<file path="config.mk">
export PLATFORM = sky130hd
export DESIGN_NAME = coef_rebuild
export DESIGN_NICKNAME = d
export VERILOG_FILES = /design/src/rtl/coef_rebuild_pkg.sv /design/src/rtl/amp_decode.sv /design/src/rtl/pred_bank.sv /design/src/rtl/zero_run_seq.sv /design/src/rtl/coef_rebuild.sv
export SDC_FILE = /design/constraint.sdc
export NUM_CORES = 1
export LEC_CHECK = 0
export CORE_MARGIN = 2
export CORE_UTILIZATION = 25
export DETAILED_ROUTE_END_ITERATION = 10
export PLACE_DENSITY = 0.44
export SLEW_MARGIN = 10
export SYNTH_ARGS = -nofsm -noshare
export SYNTH_HDL_FRONTEND = slang
export SYNTH_HIERARCHICAL = 1
export SYNTH_SLANG_ARGS = --single-unit
</file>
<file path="constraint.sdc">
create_clock -name clk -period 3.92 [get_ports clk]
set_input_delay 0.98 -clock clk [delete_from_list [all_inputs] [get_ports clk]]
set_output_delay 0.98 -clock clk [all_outputs]
set_load 0.05 [all_outputs]
</file>
<file path="src/rtl/coef_rebuild_pkg.sv">
package coef_rebuild_pkg;

   localparam int SYM_W = 32;

   // field positions are decoded by the symbol producer; keep them fixed
   typedef struct packed {
      logic [3:0]  run;
      logic [3:0]  size;
      logic [7:0]  spare;
      logic [15:0] raw;
   } sym_t;

endpackage

</file>
<file path="src/rtl/amp_decode.sv">
module amp_decode #(
   parameter int COEF_W = 12
) (
   input  logic [3:0]        size,
   input  logic [15:0]       raw,
   output logic [COEF_W-1:0] value
);

   logic [16:0] mask;
   logic [16:0] kept;
   logic [16:0] shifted;
   logic        top;

   always_comb begin
      mask    = (17'd1 << size) - 17'd1;
      kept    = {1'b0, raw} & mask;
      shifted = kept - mask;
      top     = (size != 4'd0) ? raw[size - 4'd1] : 1'b0;
      if (size == 4'd0)
         value = '0;
      else if (top)
         value = kept[COEF_W-1:0];
      else
         value = shifted[COEF_W-1:0];
   end

endmodule

</file>
<file path="src/rtl/pred_bank.sv">
module pred_bank #(
   parameter int COEF_W = 12,
   parameter int N_PRED = 4,
   parameter int PSEL_W = 2
) (
   input  logic              clk,
   input  logic              rst_n,
   input  logic              clear,
   input  logic              wr_en,
   input  logic [PSEL_W-1:0] sel,
   input  logic [COEF_W-1:0] wr_data,
   output logic [COEF_W-1:0] rd_data
);

   generate
      if (N_PRED == 1) begin : g_single
         logic [COEF_W-1:0] only_q;
         always_ff @(posedge clk or negedge rst_n) begin
            if (!rst_n)      only_q <= '0;
            else if (clear)  only_q <= '0;
            else if (wr_en)  only_q <= wr_data;
         end
         assign rd_data = only_q;
      end else begin : g_multi
         logic [COEF_W-1:0] bank_q [N_PRED];
         for (genvar g = 0; g < N_PRED; g++) begin : g_slot
            always_ff @(posedge clk or negedge rst_n) begin
               if (!rst_n)
                  bank_q[g] <= '0;
               else if (clear)
                  bank_q[g] <= '0;
               else if (wr_en && (int'(sel) == g))
                  bank_q[g] <= wr_data;
            end
         end
         assign rd_data = (int'(sel) < N_PRED) ? bank_q[sel] : '0;
      end
   endgenerate

endmodule

</file>
<file path="src/rtl/zero_run_seq.sv">
module zero_run_seq #(
   parameter int COEF_W = 12,
   parameter int IW     = 6
) (
   input  logic              clk,
   input  logic              rst_n,
   input  logic              load,
   input  logic [IW:0]       load_zeros,
   input  logic              load_has_val,
   input  logic [COEF_W-1:0] load_val,
   output logic              valid,
   output logic [COEF_W-1:0] data,
   output logic              last,
   output logic              ready,
   output logic [IW-1:0]     next_pos
);

   localparam logic [IW-1:0] LAST_POS = '1;

   logic [IW:0]       zeros_q;
   logic              has_val_q;
   logic [COEF_W-1:0] val_q;
   logic [IW-1:0]     pos_q;

   assign valid    = (zeros_q != '0) || has_val_q;
   assign data     = (zeros_q != '0) ? '0 : val_q;
   assign last     = valid && (pos_q == LAST_POS);
   assign ready    = (zeros_q == '0) || ((zeros_q == {{IW{1'b0}}, 1'b1}) && !has_val_q);
   assign next_pos = pos_q + {{(IW-1){1'b0}}, valid};

   always_ff @(posedge clk or negedge rst_n) begin
      if (!rst_n) begin
         zeros_q   <= '0;
         has_val_q <= 1'b0;
         val_q     <= '0;
         pos_q     <= '0;
      end else begin
         if (valid) begin
            pos_q <= pos_q + 1'b1;
            if (zeros_q != '0) zeros_q <= zeros_q - 1'b1;
            else               has_val_q <= 1'b0;
         end
         if (load) begin
            zeros_q   <= load_zeros;
            has_val_q <= load_has_val;
            val_q     <= load_val;
         end
      end
   end

endmodule

</file>
<file path="src/rtl/coef_rebuild.sv">
module coef_rebuild #(
   parameter int COEF_W = 12,
   parameter int N_PRED = 4,
   parameter int BLK    = 8,
   parameter int PSEL_W = (N_PRED > 1) ? $clog2(N_PRED) : 1
) (
   input  logic                     clk,
   input  logic                     rst_n,
   input  logic                     restart,
   input  logic [PSEL_W-1:0]        pred_sel,
   input  logic                     sym_valid,
   input  logic [31:0]              sym_word,
   output logic                     sym_ready,
   output logic                     coef_valid,
   output logic signed [COEF_W-1:0] coef_data,
   output logic                     coef_last
);
   import coef_rebuild_pkg::*;

   localparam int UNIT_LEN = BLK * BLK;
   localparam int IW       = $clog2(UNIT_LEN);

   if (COEF_W < 2 || COEF_W > 16) begin : g_bad_width
      $error("coef_rebuild: COEF_W must lie in 2..16");
   end
   if (N_PRED < 1) begin : g_bad_pred
      $error("coef_rebuild: N_PRED must be at least 1");
   end
   if ((UNIT_LEN & (UNIT_LEN - 1)) != 0 || UNIT_LEN < 4) begin : g_bad_blk
      $error("coef_rebuild: BLK*BLK must be a power of two");
   end

   sym_t              sym;
   logic              accept;
   logic              is_dc;
   logic [COEF_W-1:0] amp;
   logic [COEF_W-1:0] pred_rd;
   logic [COEF_W-1:0] dc_sum;
   logic [IW:0]       zeros_ld;
   logic              val_ld_en;
   logic [COEF_W-1:0] val_ld;
   logic [IW-1:0]     pos_next;
   logic [COEF_W-1:0] out_data;

   assign sym    = sym_t'(sym_word);
   assign accept = sym_valid && sym_ready;
   assign is_dc  = (pos_next == '0);
   assign dc_sum = pred_rd + amp;

   amp_decode #(.COEF_W(COEF_W)) u_amp (
      .size  (sym.size),
      .raw   (sym.raw),
      .value (amp)
   );

   pred_bank #(.COEF_W(COEF_W), .N_PRED(N_PRED), .PSEL_W(PSEL_W)) u_pred (
      .clk     (clk),
      .rst_n   (rst_n),
      .clear   (restart),
      .wr_en   (accept && is_dc),
      .sel     (pred_sel),
      .wr_data (dc_sum),
      .rd_data (pred_rd)
   );

   always_comb begin
      if (is_dc) begin
         zeros_ld  = '0;
         val_ld_en = 1'b1;
         val_ld    = dc_sum;
      end else if (sym.size != 4'd0) begin
         zeros_ld  = (IW+1)'(sym.run);
         val_ld_en = 1'b1;
         val_ld    = amp;
      end else if (sym.run == 4'd0) begin
         zeros_ld  = (IW+1)'(UNIT_LEN) - {1'b0, pos_next};
         val_ld_en = 1'b0;
         val_ld    = '0;
      end else begin
         zeros_ld  = (IW+1)'(sym.run) + 1'b1;
         val_ld_en = 1'b0;
         val_ld    = '0;
      end
   end

   zero_run_seq #(.COEF_W(COEF_W), .IW(IW)) u_seq (
      .clk          (clk),
      .rst_n        (rst_n),
      .load         (accept),
      .load_zeros   (zeros_ld),
      .load_has_val (val_ld_en),
      .load_val     (val_ld),
      .valid        (coef_valid),
      .data         (out_data),
      .last         (coef_last),
      .ready        (sym_ready),
      .next_pos     (pos_next)
   );

   assign coef_data = $signed(out_data);

endmodule

</file>
==> metrics.csv <==
metric;value;unit
Multi-input gate area;0.00431;mm2
Top Ports;53;
Initial Util;0.254;
non-filler cells in the finished layout;1072;
Critical Path Source Type;primary input;
Die H;158;um
final core occ;0.360;
WL/cell;16.9;um
setup violators final;37;
maximum fanout along the worst path;5;
Placed Area;0.00748;mm2
Req. time, crit path;4.18;ns
vias per cell;4.74;
#FFs+latches synth;74;
power per cell area;288;mW/mm2
Clk Latency, worst-skew pair;0.34;ns
Arr. time, crit path;4.77;ns
Final Critical Period;4.51;ns
largest net degree at the start of global routing;75;
routability cong.;0.847;
CP top delay family;compound AO/OA/AOI/OAI gates;
clock buffer depth;2;
Post-synth top cells;dfrtp_1 (74), nand2b_1 (62), mux2i_1 (60), nand2_1 (34), nor2_1 (27);
Routed WL;18100;um
Synth async-reset ratio;1.00;
final hold violation count;0;
Total GRT Usage;0.149;
hold_ws;0.497;ns
antenna violations before repair;0;
FILL cells;2384;
reg2reg setup slack;0.21;ns
Final HPWL DP;13500;um
Final ANT Viol Nets;0;
Avg Cell Area, Syn;9.84;um2
Yosys top cell area share;0.312;
ant diodes;0;
CP endpoint kind;flip-flop;
synth warn;6;
post-synthesis sequential area ratio;0.312;
Max Cap Viol;0;
failing checks;setup timing;
total congestion overflow;0;
top-count cell post-synth;dfrtp_1;
Sink Count;74;
Tot Pwr;0.00243;W
Die X;158;um
Synth Instances;604;
drt drc;0;
Max Slew Vio Count;0;
Cell Rows;56;
# hold bufs at CTS;0;
drt first pass iters;4;
WS Path Type;primary input to flip-flop;
worst-margin pin slew;0.975;ns
unique cell type count in the Yosys netlist;76;
Die Footprint;0.0250;mm2
Pleak;3.94;nW
post-synth top area cell;dfrtp_1;
buffers plus inverters on the worst setup path;2;
Post-synth EDFFs;0;
RSZ-0062 raised after global routing;true;
Hold WC Path Type;flip-flop to flip-flop;
clk_skew;0.00845;ns
Post-synth top flop;dfrtp_1;
IO buf count;44;
final instance area;0.00843;mm2
Via Count;5085;
Post-Synthesis Net Count;669;
dpl cells;1032;
CP most frequent cell;ha_4;
first-pass GRT wire length;29100;um
share of cells above drive strength 1;0.359;
CP peak stage delay;0.36;ns
NumNets Final;813;
register clock-pin slew on the reported worst setup and hold paths;0.06;ns
status;complete, but fails checks;
total core area;0.0234;mm2
Syn-to-layout area delta;41.9;%
CTS tree;built;
main area contributors after synthesis;dfrtp_1 (31%), mux2i_1 (10%), nand2b_1 (6.5%);
Slowest cell on crit path;o41a_1;
final period utilization;1.15;
Seq. cell area;0.00185;mm2
1st-iter DRT viols;250;
Cell Area, Synth;0.00594;mm2
Peak VDD IR;0.150;mV
via count of the first global-routing pass;5407;
PnR worst setup slack;-0.590;ns
clock root buffer;clkbuf_16;
crit-path cells;buf_8 > buf_6 > ha_4 > o31a_1 > o41a_1 > nand3b_4 > nor4_4 > mux2_4 > a32o_2 > ha_4 > a21o_4 > a31o_4 > o41ai_4 > xor2_1 > xnor2_1 > nand2b_1 > mux2i_1;
CTS Buf Count;9;
maximum clock frequency;222;MHz
H-tree depth;3;
worst relative slew slack;0.350;
[power by group]
group          internal (W)  total, W  leakage, nW  switching, W
Combinational      0.000348  0.000689         2.78      0.000341
Sequential         0.000764  0.000764        0.995             0
Clock              0.000641  0.000973        0.167      0.000332
Total               0.00175   0.00243         3.94      0.000672
[per-stage QoR]
step | setup TNS [ns] | worst slack (ns)
2_1_floorplan | -21.68 | -1.18
3_3_place_gp | -57.95 | -1.50
3_5_place_dp | -61.14 | -1.60
4_1_cts | -11.18 | -0.598
5_1_grt | -17.18 | -0.779
6_report | -11.10 | -0.590
[worst register-to-register path, stage by stage, from the launching register on]
cell	delay [ns]
dfrtp_1	0.43
inv_1	0.10
ha_1	0.22
or3b_1	0.42
nor3_4	0.23
inv_1	0.11
ha_1	0.22
ha_1	0.29
inv_1	0.06
ha_1	0.16
nand2_1	0.10
nor3_2	0.26
and2_4	0.26
or3b_1	0.37
buf_4	0.21
mux2i_1	0.14
[flip-flops by register name (all words and copies together), names as in the netlist]
register,count
u_seq/zeros_q,7
u_seq/val_q,12
u_pred/g_multi.bank_q,48
u_seq/has_val_q,1
u_seq/pos_q,6
[cell families after synthesis]
| family | count (synthesis) | share of synthesized area |
|---|---|---|
| compound gates | 102 | 0.126 |
| xor+xnor | 29 | 0.0427 |
| mux | 95 | 0.200 |
| simple gates | 217 | 0.214 |
| buf+inv | 59 | 0.0472 |
| fa+ha+maj | 27 | 0.0581 |
| flops | 74 | 0.312 |
| other cells | 1 | 0.000631 |
[final timing paths]
check	from	end	cells past startpoint
setup / recovery	sym_word[25]	u_pred/g_multi.bank_q[23]	17
hold / removal	u_seq/val_q[9]	u_seq/val_q[9]	1
setup reg to reg	u_seq/zeros_q[0]	u_pred/g_multi.bank_q[42]	15
hold reg to reg	u_seq/val_q[9]	u_seq/val_q[9]	1
max in group asynchronous	rst_n	u_pred/g_multi.bank_q[2]	1
min in group asynchronous	rst_n	u_seq/has_val_q	1
[layer usage]
metal	share of wire	vias up	GRT usage	wire length, um
met2	0.48	64	0.252	8670
met1	0.47	2523	0.195	8600
li1	-	2476	-	-
met3	0.029	22	0.0249	521
met5	0	-	0	0
met4	0.019	0	0.0438	344
[cells in the final DEF (no fill, tap or decap), drive strengths merged, types with 13 or more instances in the layout]
cell type and instances:
o21ai 13, nand2 34, dfrtp 74, mux2 18, buf 143, clkdlybuf4s50 16, mux2i 61, a21o 13
a21oi 21, nor3 13, xnor2 17, inv 19, ha 26, nand2b 62, and3 19, nand3 14
nor2 27, mux4 16
[timing repair]
| action | CTS | global route |
|---|---|---|
| pin swaps | 38 | 23 |
| endpoints found under the hold margin | 0 | 0 |
| gates resized for setup | 96 | 28 |
| buffers inserted | 17 | 7 |
| setup endpoints to repair | 55 | 49 |
| gates cloned | 0 | 0 |
[cell type report]
class	instances	area share
Clock buffer	12	0.0292
Clock inverter	4	0.0117
Sequential cell	74	0.220
Multi-Input combinational cell	471	0.511
Timing Repair Buffer	173	0.170
Inverter	19	0.0111
Tap cell	319	0.0473
Note: power is estimated with default switching activity, not from simulation.
